<file path="src/rtl/vid422_demux_mux.sv">
module vid422_demux_mux #(
  parameter int DW = 13
) (
  input  logic          clk,
  input  logic          rst_n,
  input  logic [1:0]    fmt,
  input  logic          sync_in,
  input  logic          align_in,
  input  logic [DW-1:0] in_a,
  input  logic [DW-1:0] in_b,
  input  logic [DW-1:0] in_c,
  input  logic [DW-1:0] in_d,
  output logic          core_en,
  output logic [DW-1:0] core_y,
  output logic [DW-1:0] core_cb,
  output logic [DW-1:0] core_cr,
  output logic [DW-1:0] core_key,
  input  logic [DW-1:0] mx_y,
  input  logic [DW-1:0] mx_cb,
  input  logic [DW-1:0] mx_cr,
  input  logic [DW-1:0] mx_key,
  output logic [DW-1:0] out_w,
  output logic [DW-1:0] out_x,
  output logic [DW-1:0] out_y,
  output logic [DW-1:0] out_z
);
  localparam logic [1:0] F_FULL   = 2'd0;
  localparam logic [1:0] F_SEP    = 2'd1;
  localparam logic [1:0] F_SHARED = 2'd2;
  localparam logic [1:0] F_SINGLE = 2'd3;

  logic [1:0]    fmt_q;
  logic          sync_q, sync_d, align_q;
  logic [DW-1:0] a_q, b_q, c_q, d_q;
  logic [DW-1:0] my_q, mcb_q, mcr_q, mk_q;
  logic [1:0]    ph_cnt;

  wire       sync_fall = sync_d & ~sync_q;
  wire [1:0] ph        = (align_q | sync_fall) ? 2'd0 : ph_cnt;

  always_ff @(posedge clk or negedge rst_n) begin
    if (!rst_n) begin
      fmt_q   <= F_FULL;
      sync_q  <= 1'b0;
      sync_d  <= 1'b0;
      align_q <= 1'b0;
      a_q     <= '0;
      b_q     <= '0;
      c_q     <= '0;
      d_q     <= '0;
      my_q    <= '0;
      mcb_q   <= '0;
      mcr_q   <= '0;
      mk_q    <= '0;
      ph_cnt  <= 2'd0;
    end else begin
      fmt_q   <= fmt;
      sync_q  <= sync_in;
      sync_d  <= sync_q;
      align_q <= align_in;
      a_q     <= in_a;
      b_q     <= in_b;
      c_q     <= in_c;
      d_q     <= in_d;
      my_q    <= mx_y;
      mcb_q   <= mx_cb;
      mcr_q   <= mx_cr;
      mk_q    <= mx_key;
      ph_cnt  <= ph + 2'd1;
    end
  end

  always_ff @(posedge clk or negedge rst_n) begin
    if (!rst_n) begin
      core_en  <= 1'b0;
      core_y   <= '0;
      core_cb  <= '0;
      core_cr  <= '0;
      core_key <= '0;
    end else begin
      case (fmt_q)
        F_FULL: begin
          core_en  <= 1'b1;
          core_y   <= a_q;
          core_cb  <= b_q;
          core_cr  <= c_q;
          core_key <= d_q;
        end
        F_SEP: begin
          core_en  <= 1'b1;
          core_y   <= a_q;
          core_key <= d_q;
          if (!ph[0]) begin
            core_cb <= b_q;
            core_cr <= c_q;
          end
        end
        F_SHARED: begin
          core_en  <= 1'b1;
          core_y   <= a_q;
          core_key <= d_q;
          if (!ph[0]) core_cb <= b_q;
          else        core_cr <= b_q;
        end
        default: begin
          core_en <= ph[0];
          case (ph)
            2'd0:    core_cb <= a_q;
            2'd2:    core_cr <= a_q;
            default: begin
              core_y   <= a_q;
              core_key <= d_q;
            end
          endcase
        end
      endcase
    end
  end

  wire [DW-1:0] w_nx = (fmt_q != F_SINGLE) ? my_q :
                       (ph == 2'd0) ? mcb_q :
                       (ph == 2'd2) ? mcr_q : my_q;
  wire [DW-1:0] x_nx = (fmt_q == F_SINGLE) ? '0 :
                       (fmt_q == F_SHARED && ph[0]) ? mcr_q : mcb_q;
  wire [DW-1:0] y_nx = fmt_q[1] ? '0 : mcr_q;

  always_ff @(posedge clk or negedge rst_n) begin
    if (!rst_n) begin
      out_w <= '0;
      out_x <= '0;
      out_y <= '0;
      out_z <= '0;
    end else begin
      out_w <= w_nx;
      out_x <= x_nx;
      out_y <= y_nx;
      out_z <= mk_q;
    end
  end

  p_full_rate_en_r2: assert property (@(posedge clk) disable iff (!rst_n)
    (fmt_q != F_SINGLE) |=> core_en);

  p_half_rate_en_r5: assert property (@(posedge clk) disable iff (!rst_n)
    (fmt_q == F_SINGLE && $past(fmt_q) == F_SINGLE && core_en) |=> !core_en);

  p_align_en_low_r7: assert property (@(posedge clk) disable iff (!rst_n)
    (align_q && fmt_q == F_SINGLE) |=> !core_en);

  p_shared_y_zero_r9: assert property (@(posedge clk) disable iff (!rst_n)
    (fmt_q == F_SHARED) |=> (out_y == '0));

  p_single_xy_zero_r10: assert property (@(posedge clk) disable iff (!rst_n)
    (fmt_q == F_SINGLE) |=> (out_x == '0 && out_y == '0));

  p_key_follows_r8: assert property (@(posedge clk) disable iff (!rst_n)
    1'b1 |=> (out_z == $past(mk_q)));

endmodule

</file>
<file path="config.mk">
export PLATFORM = sky130hd
export DESIGN_NAME = vid422_demux_mux
export DESIGN_NICKNAME = d
export VERILOG_FILES = /design/src/rtl/vid422_demux_mux.sv
export SDC_FILE = /design/constraint.sdc
export NUM_CORES = 1
export LEC_CHECK = 0
export ABC_AREA = 1
export BUFFER_PORTS_ARGS = -buffer_cell sky130_fd_sc_hd__buf_2
export CORE_ASPECT_RATIO = 1.75
export CORE_MARGIN = 8
export CORE_UTILIZATION = 51
export DETAILED_ROUTE_END_ITERATION = 10
export PLACE_DENSITY = 0.79
export REMOVE_ABC_BUFFERS = 1
export SYNTH_ARGS = -nofsm -noshare
export SYNTH_HDL_FRONTEND = slang
export SYNTH_SLANG_ARGS = --single-unit
export TNS_END_PERCENT = 5
</file>
<file path="constraint.sdc">
create_clock -name clk -period 2.25 [get_ports clk]
set_clock_uncertainty 0.1 [all_clocks]
set_input_delay 0.1125 -clock clk [delete_from_list [all_inputs] [get_ports clk]]
set_output_delay 0.1125 -clock clk [all_outputs]
set_load 0.05 [all_outputs]
</file>
== After elaboration in Yosys (flattened, before gate mapping) ==
Index checks and enable logic that the tools add are counted.
Operators by class
  $add $sub $neg: 1
  equality and inequality tests: 9
  mux-type cells: 19
  bitwise gates (word level): 3
  reductions and logical operators: 10
Operators by type and width (number)
  13-bit two-way mux: 15
  13-bit one-hot mux with 3 select lines: 1
  13-bit one-hot mux with 2 select lines: 1
  2-bit inequality test (second input constant): 5
  2-bit equality test (second input constant): 3
  2-bit logical NOT: 2
  4-bit nonzero test: 1
  2-bit OR reduction: 2
  3-bit AND reduction: 1
  3-bit nonzero test: 1
  3-bit OR reduction: 1
  2-bit by 1-bit adder with 2-bit output (second input constant): 1
  2-bit by 1-bit equality test with 1-bit output (second input constant): 1
  2-bit two-way mux: 1
  2-bit AND reduction: 1
  1-bit AND: 1
  1-bit logical AND: 1
  1-bit two-way mux: 1
  1-bit inverter: 1
  1-bit OR: 1
Word-level totals
  register bits: 216
  input bits: 110
  output and inout port bits: 105

== Depth between registers and ports, before layout ==
Gate-level depths: netlist of run 1.
  depth in word-level cells: 8
  gate-level depth with buffers: 13

== Worst setup path after synthesis of run 1 ==
No wires, ideal clock.
  path kind: register to register
  start: reg sync_q
  end: reg out_w[2]
  arrival time: 1.746 ns
  required time: 2.031 ns
  path slack: 0.285 ns
  cell stages (with the launch flop): 12
  cell sequence: dfrtp_1 > clkinv_1 > nand2_2 > nand3_2 > buf_6 > buf_2 > ha_1 > inv_2 > clkbuf_1 > o21ai_0 > o22ai_1 > inv_1
On the way
  cells in the longest elaborated chain, start to end: 8
  elaborated cells on any way between the ends: 9
  classes of those cells: eq/ne (1); mux (4); bitwise (3); reduce/logical (1)
RTL lines
  start: declaration: RTL line 33  | logic sync_q, sync_d, align_q;
  start signal: assignment: RTL line 58  | sync_q <= sync_in;
  1-bit inverter *: RTL line 38  | wire sync_fall = sync_d & ~sync_q;
  1-bit AND *: RTL line 38
  1-bit OR *: RTL line 39  | wire [1:0] ph = (align_q | sync_fall) ? 2'd0 : ph_cnt;
  2-bit two-way mux *: RTL line 39
  2-bit equality test: RTL line 122  | (ph == 2'd2) ? mcr_q : my_q;
  13-bit two-way mux: RTL line 122
  13-bit two-way mux *: RTL line 121  | (ph == 2'd0) ? mcb_q :
  13-bit two-way mux *: RTL line 120  | wire [DW-1:0] w_nx = (fmt_q != F_SINGLE) ? my_q :
  named net w_nx[2]: RTL line 120
  end signal: assignment: RTL line 134  | out_w <= w_nx;
  end: declaration: RTL line 22  | output logic [DW-1:0] out_w,
The timed path passes the listed nets; every way through them passes the cells marked *.
A chain may end at the register's enable or synchronous reset.

== Final worst setup path of run 1 ==
  start: reg sync_q
  end: reg out_w[5]
The elaborated chain is that of the path after synthesis.

==> run_results.csv, run 1 <==
group,metric,value,unit
synth,avgSynthCellArea,11.0,µm²
floorplanning,die_area,0.0190,mm²
setup_path,required,2.57,ns
global_route,grt_pass1_wl,34000,µm
route,drt-initial-drc-count,299,
sta,fin_setup_tns,0,ns
synth,yosysTopAreaCell,"dfrtp_1",
setup_path,crit_path_max_fanout,13,
global_route,grt_pass1_vias,6487,
finish,final_core_util,73.5,%
finish,nFillCells,990,
floorplanning,coreArea,0.0144,mm²
synth,synth.area.top_cells,"dfrtp_1 72%, nand2_1 11%, nand3_1 4.5%",
floorplanning,pin_count,215,
route,via_per_inst,4.96,
clock_tree,postCtsSetupBuffers,0,
synth,ys_ff_latch,216,
route,finalWirelength,21500,µm
sta,finalCriticalPeriod,1.98,ns
clock_tree,clkLatencyLatePin,0.49,ns
route,drc_errors,0,
sta,whs,0.0944,ns
sta,worst_slew_pin_slew,0.698,ns
job,maxCapViolCount,0,
clock_tree,postCtsResizedCells,0,
finish,stdcell_count,1208,
clock_tree,cts.path.max_buffers,3,
synth,synth_cell_types,23,
placed_design,hpwl,13600,µm
floorplanning,rows,58,
worst_hold_path,hold_path_class,"input port to async pin",
sta,grt_setup_unrepaired,"false",
sta,setup_viol,0,
finish,drive_gt1_share,26.8,%
power_and_ir_drop,cellPowerDensity,900,mW/mm²
clock_tree,root_buffer,"clkbuf_16",
setup_path,end_kind,"flip-flop",
route,avgRoutedWirePerCell,17.8,µm
sta,report.final.slew_viol_count,0,
setup_path,arrival,2.30,ns
placed_design,port_buffers,214,
synth,netlist_instances,685,
sta,hold_violations,0,
finish,final_cell_area,0.0106,mm²
clock_tree,clock-sinks,216,
global_route,antenna_found_initial,1,
floorplanning,die_h,177,µm
outcome,outcome,"complete, no violations",
setup_path,worst-setup-path-type,"flip-flop to flip-flop",
finish,regArea,0.00541,mm²
placed_design,dpl_cell_area,0.00880,mm²
clock_tree,cts_tree,"done",
power_and_ir_drop,p_leak,5.67,nW
route,vias,5987,
finish,area_growth,40.6,%
route,firstDrtPassIters,4,
setup_path,crit_path_start_kind,"flip-flop",
power_and_ir_drop,peakVddDrop,960,µV
finish,num-nets-final,1133,
floorplanning,fp.dieW,108,µm
sta,max-slew-margin-rel,53.4,%
sta,fin_crit_sh,88.1,%
synth,synth-seq-area-share,72.0,%
global_route,grt_remaining_overflow,0,
sta,fmax,504,MHz
clock_tree,cts.reportedPaths.clkPinSlew,0.06,ns
route,ant_nets,0,
global_route,grt_max_degree,83,
synth,syn_area,0.00751,mm²
clock_tree,numCtsBuffers,20,
finish,multi_input_area,0.00169,mm²
placed_design,post-place-cells,1066,
synth,yosysWarnings,0,
synth,synth_top_area_share,72.0,%
placed_design,place_congestion,0.769,
clock_tree,h-tree-depth,1,
floorplanning,start_util,52.3,%
global_route,grt_util_all_layers,22.8,%
clock_tree,hold_buffers,109,
==> cells in the mapped netlist, drive strengths merged <==
| master | count |
|---|---|
| a21oi | 14 |
| o22ai | 13 |
| dfrtp | 216 |
| o21ai | 13 |
| nor2 | 42 |
| clkbuf | 6 |
| buf | 25 |
| nand4 | 3 |
| clkinv | 1 |
| ha | 6 |
| nand3 | 69 |
| inv | 61 |
| nand2 | 216 |
==> cells by family after synthesis <==
family | count (synthesis) | share of synthesized area, %
and+or+nand+nor | 330 | 18.6
DFF | 216 | 72.0
buffers and inverters | 93 | 5.56
AOI/OAI and AO/OA | 40 | 2.93
adders and majority gates | 6 | 0.999
==> power breakdown <==
group	internal [mW]	switching (mW)	leakage [nW]
logic	0.493	1.26	2.77
registers	4.17	0.131	2.57
clock network	2.09	1.36	0.328
==> worst max-delay path: stages, from the launching register on <==
cell      delay [ns]
dfrtp_1         0.35
clkinv_1        0.07
nand2_2         0.14
nand3_1         0.11
inv_1           0.07
ha_1            0.17
inv_2           0.05
a21oi_2         0.56
o22ai_1         0.20
inv_1           0.08
==> placed cells by master, fill, tap and decap left out, types with 2 or more instances in the layout <==
master / instances
a21oi_1: 13
buf_12: 2
buf_2: 213
buf_4: 16
bufinv_16: 2
clkbuf_1: 4
clkbuf_16: 21
clkbuf_8: 5
dfrtp_1: 216
dlygate4sd3_1: 109
ha_1: 5
inv_1: 57
inv_2: 4
nand2_1: 213
nand2_2: 2
nand3_1: 67
nand3_2: 2
nand4_2: 2
nor2_1: 41
o21ai_0: 9
o21ai_1: 4
o22ai_1: 13
==> through the flow <==
stage | power, mW | setup slack, ns
finish | 9.51 | 0.267
global route | 9.85 | 0.0819
CTS | 9.56 | 0.277
detailed placement | 5.97 | 0.317
global placement | 5.94 | 0.399
floorplan | 5.38 | -0.787
==> final timing paths <==
kind | to | startpoint | slack, ns | cells past startpoint
worst min register to register | out_z[10] | mk_q[10] | 0.25 | 0
min in group clk | mcr_q[11] | mx_cr[11] | 0.16 | 2
worst max-delay path | out_w[5] | sync_q | 0.27 | 9
max in group asynchronous | my_q[7] | rst_n | 1.14 | 3
worst max register to register | out_w[5] | sync_q | 0.27 | 9
worst min-delay path | out_y[11] | rst_n | 0.09 | 2
==> layout make-up <==
cell class                      instances  share of cell area [%]
Sequential cell                       216                    51.2
Timing Repair Buffer                  341                    22.1
Multi-Input combinational cell        376                    16.0
Clock buffer                           30                    5.77
Inverter                               62                    2.20
Tap cell                              180                    2.13
Clock inverter                          2                   0.569
Antenna cell                            1                  0.0237
==> metal layers <==
layer  global-route usage (%)  vias to the layer above  wire length [µm]
met2                     41.9                      257             11600
met3                     5.99                       46              1800
met4                     7.56                        0               576
met5                        0                        -                 0
li1                         -                     2786                 -
met1                     24.3                     2898              7520
Power figures use the tool's default switching activity.
==> run 2, diff against run 1 <==
Settings changed: CORE_MARGIN 8 to not set.
==> run_results.csv, run 2 (synthesized netlist as in run 1, its figures left out) <==
group,metric,value,unit
outcome,outcome,"complete, no violations",
finish,area_growth,40.7,%
floorplanning,die_h,163,µm
placed_design,port_buffers,214,
finish,final_common_cell,"dfrtp_1",
route,vias,5993,
clock_tree,cts.path.max_buffers,3,
global_route,grt_pass1_wl,31600,µm
finish,num-nets-final,1134,
sta,fin_ws,0.386,ns
setup_path,crit_path_max_fanout,13,
finish,drive_gt1_share,27.2,%
sta,grt_setup_unrepaired,"false",
setup_path,worst-setup-path-type,"flip-flop to flip-flop",
route,ant_nets,0,
route,firstDrtPassIters,4,
sta,setup_viol,0,
setup_path,arrival,2.18,ns
sta,hold_violations,0,
sta,worst_slew_pin_slew,0.612,ns
floorplanning,pin_count,215,
sta,fmax,537,MHz
job,maxCapViolCount,0,
power_and_ir_drop,p_leak,5.68,nW
sta,report.final.slew_viol_count,0,
global_route,grt_util_all_layers,27.4,%
placed_design,place_congestion,0.804,
floorplanning,coreArea,0.0144,mm²
floorplanning,rows,58,
finish,antenna_cells,0,
clock_tree,clkLatencyLatePin,0.49,ns
route,drc_errors,0,
setup_path,reg2reg_depth,9,
floorplanning,start_util,52.3,%
clock_tree,postCtsSetupBuffers,0,
setup_path,critPathLaunch,"sync_q",
setup_path,regToRegSetupSlack,0.39,ns
route,finalWirelength,19800,µm
finish,final_cell_mix,"216 x dfrtp_1, 213 x nand2_1, 213 x buf_2",
sta,fin_crit_sh,82.8,%
floorplanning,fp.dieW,93.7,µm
global_route,grt_remaining_overflow,0,
clock_tree,cts_tree,"done",
global_route,grt_max_degree,74,
setup_path,required,2.57,ns
sta,max-slew-margin-rel,59.2,%
clock_tree,clock-sinks,216,
setup_path,crit_path_start_kind,"flip-flop",
setup_path,rr_endpoint,"core_cb[12]",
sta,whs,0.0859,ns
sta,finalCriticalPeriod,1.86,ns
setup_path,end_kind,"flip-flop",
clock_tree,cts.reportedPaths.clkPinSlew,0.06,ns
power_and_ir_drop,cellPowerDensity,885,mW/mm²
power_and_ir_drop,peakVddDrop,882,µV
placed_design,dp_slack,0.219,ns
route,avgRoutedWirePerCell,16.3,µm
global_route,grt_pass1_vias,6418,
worst_hold_path,hold_path_class,"input port to async pin",
clock_tree,numCtsBuffers,20,
clock_tree,h-tree-depth,1,
setup_path,r2r_start,"sync_q",
placed_design,hpwl,12200,µm
global_route,antenna_found_initial,0,
route,drt-initial-drc-count,266,
route,via_per_inst,4.94,
floorplanning,die_area,0.0152,mm²
clock_tree,root_buffer,"clkbuf_16",
run 2: how the worst max path moves through the flow:
stage                  endpoint  slack, ns  cells after the start
floorplan              out_w[0]      -0.79                      5
global route        core_cb[12]       0.11                      9
finish              core_cb[12]       0.39                      9
CTS                    out_w[8]       0.18                      5
detailed placement     out_w[0]       0.22                      5
global placement       out_w[9]       0.33                      5
run 2: per-stage QoR:
step | power, mW | util, % | cell area (µm²) | setup TNS (ns) | cells
after global routing | 9.72 | 73.6 | 10600 | 0 | 1212
final | 9.35 | 73.6 | 10600 | 0 | 1212
after CTS | 9.39 | 73.5 | 10600 | 0 | 1212
after global placement | 5.93 | 61.4 | 8830 | 0 | 1067
after detailed placement | 5.96 | 61.4 | 8830 | 0 | 1067
after floorplan | 5.38 | - | 7330 | -30.84 | 654
run 2: where the power goes:
group          total [mW]  switching, mW  internal, mW
Clock                3.30           1.44          1.86
Sequential           4.30          0.128          4.17
Combinational        1.75           1.25         0.499
Total                9.35           2.82          6.53
run 2: metal layers:
| metal | routed length (µm) | track usage (%) | vias up |
|---|---|---|---|
| li1 | - | - | 2789 |
| met1 | 7000 | 31.0 | 2886 |
| met2 | 10800 | 49.8 | 260 |
| met3 | 1300 | 5.00 | 58 |
| met4 | 711 | 11.7 | 0 |
| met5 | 0 | 0 | - |
run 2: critical path, stage by stage, from the launching register on:
cell and delay, ns:
dfrtp_1 0.35, clkinv_1 0.07, nand2_2 0.14, nand3_2 0.13, ha_1 0.24, nor2_1 0.09, nand2_1 0.07, nand2_1 0.42
nand2_1 0.09, nand2_1 0.09
run 2: area by class of cell:
class	count	area, µm²
clock inverters	8	52.6
multi-input cells	376	1700
flip-flops and latches	216	5410
repair buffers	342	2360
inverters	62	233
clock buffers	28	592
fillers	1002	3800
well taps	180	225
run 2: what timing repair did:
action	in CTS	in global routing
setup endpoints to repair	0	4
endpoints found under the hold margin	307	0
gates resized for setup	0	1
hold buffers	109	0
==> run 3, diff against run 2 <==
Clock period 2.25 ns to 1.9 ns, I/O delays scaled along.
==> run_results.csv, run 3 (synthesized netlist as in run 1, its figures left out) <==
group,metric,value,unit
power_and_ir_drop,clkPwrFrac,35.3,%
setup_path,required,2.23,ns
clock_tree,cts.reportedPaths.clkPinSlew,0.07,ns
global_route,grt_pass1_vias,6699,
floorplanning,die_area,0.0152,mm²
setup_path,crit_path_start_kind,"flip-flop",
job,maxCapViolCount,0,
finish,multi_input_area,0.00171,mm²
global_route,grt_pass1_wl,32100,µm
sta,fin_ws,0.112,ns
setup_path,crit_path_max_fanout,13,
clock_tree,numCtsBuffers,20,
setup_path,end_kind,"flip-flop",
finish,stdcell_count,1216,
setup_path,slowest_delay,0.38,ns
finish,area_growth,41.0,%
finish,final_core_util,73.7,%
route,ant_nets,0,
worst_hold_path,hold_path_class,"input port to async pin",
sta,grt_setup_unrepaired,"true",
power_and_ir_drop,combPwrFrac,18.8,%
setup_path,worst-setup-path-type,"flip-flop to flip-flop",
finish,final_cell_mix,"216 x dfrtp_1, 213 x nand2_1, 213 x buf_2",
setup_path,regToRegSetupSlack,0.11,ns
placed_design,dp_slack,-0.107,ns
sta,fmax,559,MHz
setup_path,slowest_stage,"a21oi_4",
finish,num-nets-final,1139,
power_and_ir_drop,p_leak,5.69,nW
sta,fin_crit_sh,94.1,%
route,finalWirelength,19900,µm
global_route,grt_max_degree,64,
sta,finalCriticalPeriod,1.79,ns
finish,final_common_cell,"dfrtp_1",
placed_design,place_congestion,0.802,
power_and_ir_drop,peakVddDrop,821,µV
setup_path,crit_path_frequent_cell,"inv_1",
setup_path,arrival,2.12,ns
clock_tree,clock-sinks,216,
finish,antenna_cells,0,
sta,max-slew-margin-rel,67.9,%
floorplanning,start_util,52.3,%
clock_tree,clkLatencyLatePin,0.49,ns
setup_path,r2r_start,"sync_q",
global_route,grt_remaining_overflow,0,
clock_tree,cts_tree,"done",
finish,regArea,0.00541,mm²
outcome,outcome,"complete, no violations",
power_and_ir_drop,internal_power,7.78,mW
sta,worst_slew_pin_slew,0.481,ns
setup_path,crit_family,"compound AO/OA/AOI/OAI gates",
placed_design,port_buffers,214,
setup_path,cp.buffers_inverters,4,
global_route,grt_util_all_layers,27.6,%
floorplanning,fp.dieW,93.7,µm
placed_design,hpwl,12300,µm
global_route,antenna_found_initial,0,
route,via_per_inst,4.97,
sta,hold_violations,0,
setup_path,rr_endpoint,"out_w[5]",
sta,report.final.slew_viol_count,0,
route,vias,6039,
floorplanning,rows,58,
setup_path,reg2reg_depth,9,
power_and_ir_drop,p_sw,3.32,mW
power_and_ir_drop,seqPwrFrac,45.9,%
route,avgRoutedWirePerCell,16.4,µm
floorplanning,coreArea,0.0144,mm²
finish,drive_gt1_share,27.3,%
power_and_ir_drop,switching_share,29.9,%
sta,fin_setup_tns,0,ns
sta,setup_viol,0,
power_and_ir_drop,cellPowerDensity,1050,mW/mm²
clock_tree,h-tree-depth,1,
route,drc_errors,0,
setup_path,worstPathCellList,"clkinv_1 > nand2_2 > nand3_1 > inv_1 > ha_1 > inv_2 > a21oi_4 > o22ai_1 > inv_1",
route,drt-initial-drc-count,260,
finish,nFillCells,984,
floorplanning,die_h,163,µm
placed_design,post-place-cells,1072,
floorplanning,pin_count,215,
route,firstDrtPassIters,7,
clock_tree,cts.path.max_buffers,3,
clock_tree,root_buffer,"clkbuf_16",
[run 3: worst reg2reg max path, delay by kind of cell (launching register included)]
family,cells,cell delay [ns]
AO/OA/AOI/OAI,2,0.53
adder cells (fa/ha/maj),1,0.18
buffers and inverters,4,0.32
flip-flops,1,0.35
AND/OR/NAND/NOR,2,0.26
[run 3: worst max path at each step]
stage,from,end,slack [ns],cells after the start
after floorplan,fmt_q[1],out_w[0],-1.14,5
after global placement,sync_q,out_w[4],0.02,9
after detailed placement,sync_q,out_w[10],-0.11,9
after CTS,sync_q,core_cr[5],0.09,10
after global routing,sync_q,out_w[6],-0.007,9
final,sync_q,out_w[5],0.11,9
[run 3: metal layers]
metal | routed length [µm] | part of all wire, % | track usage, %
met5 | 0 | 0 | 0
met4 | 803 | 4.0 | 12.9
met3 | 1250 | 6.3 | 5.37
met2 | 10900 | 55 | 50.5
met1 | 7000 | 35 | 29.9
[run 3: layout make-up]
type / count / area share, %
Inverter: 62 / 2.20
Clock inverter: 6 / 0.626
Clock buffer: 29 / 5.42
Sequential cell: 216 / 51.0
Timing Repair Buffer: 347 / 22.4
Multi-Input combinational cell: 376 / 16.2
Tap cell: 180 / 2.13
[run 3: repair_timing]
action | in CTS | in global routing
gates resized for setup | 1 | 2
endpoints found under the setup margin | 13 | 14
setup buffers | 0 | 0
hold buffers | 109 | 0
endpoints found under the hold margin | 324 | 0
gates cloned | 0 | 0
[run 3: metrics by stage]
step | area (µm²) | hold slack (ns) | power, mW
6_report | 10600 | 0.0306 | 11.1
5_1_grt | 10600 | 0.0773 | 11.5
4_1_cts | 10600 | 0.0363 | 11.2
3_5_place_dp | 8840 | -0.0369 | 7.06
3_3_place_gp | 8840 | -0.0396 | 7.02
2_1_floorplan | 7330 | -0.301 | 6.37
[run 3: power groups by stage]
stage	clock network, mW	registers (mW)	logic, mW
floorplan	0	5.96	0.415
global placement	0	5.16	1.86
detailed placement	0	5.17	1.89
CTS	3.98	5.09	2.08
global route	4.16	5.13	2.23
finish	3.92	5.10	2.09
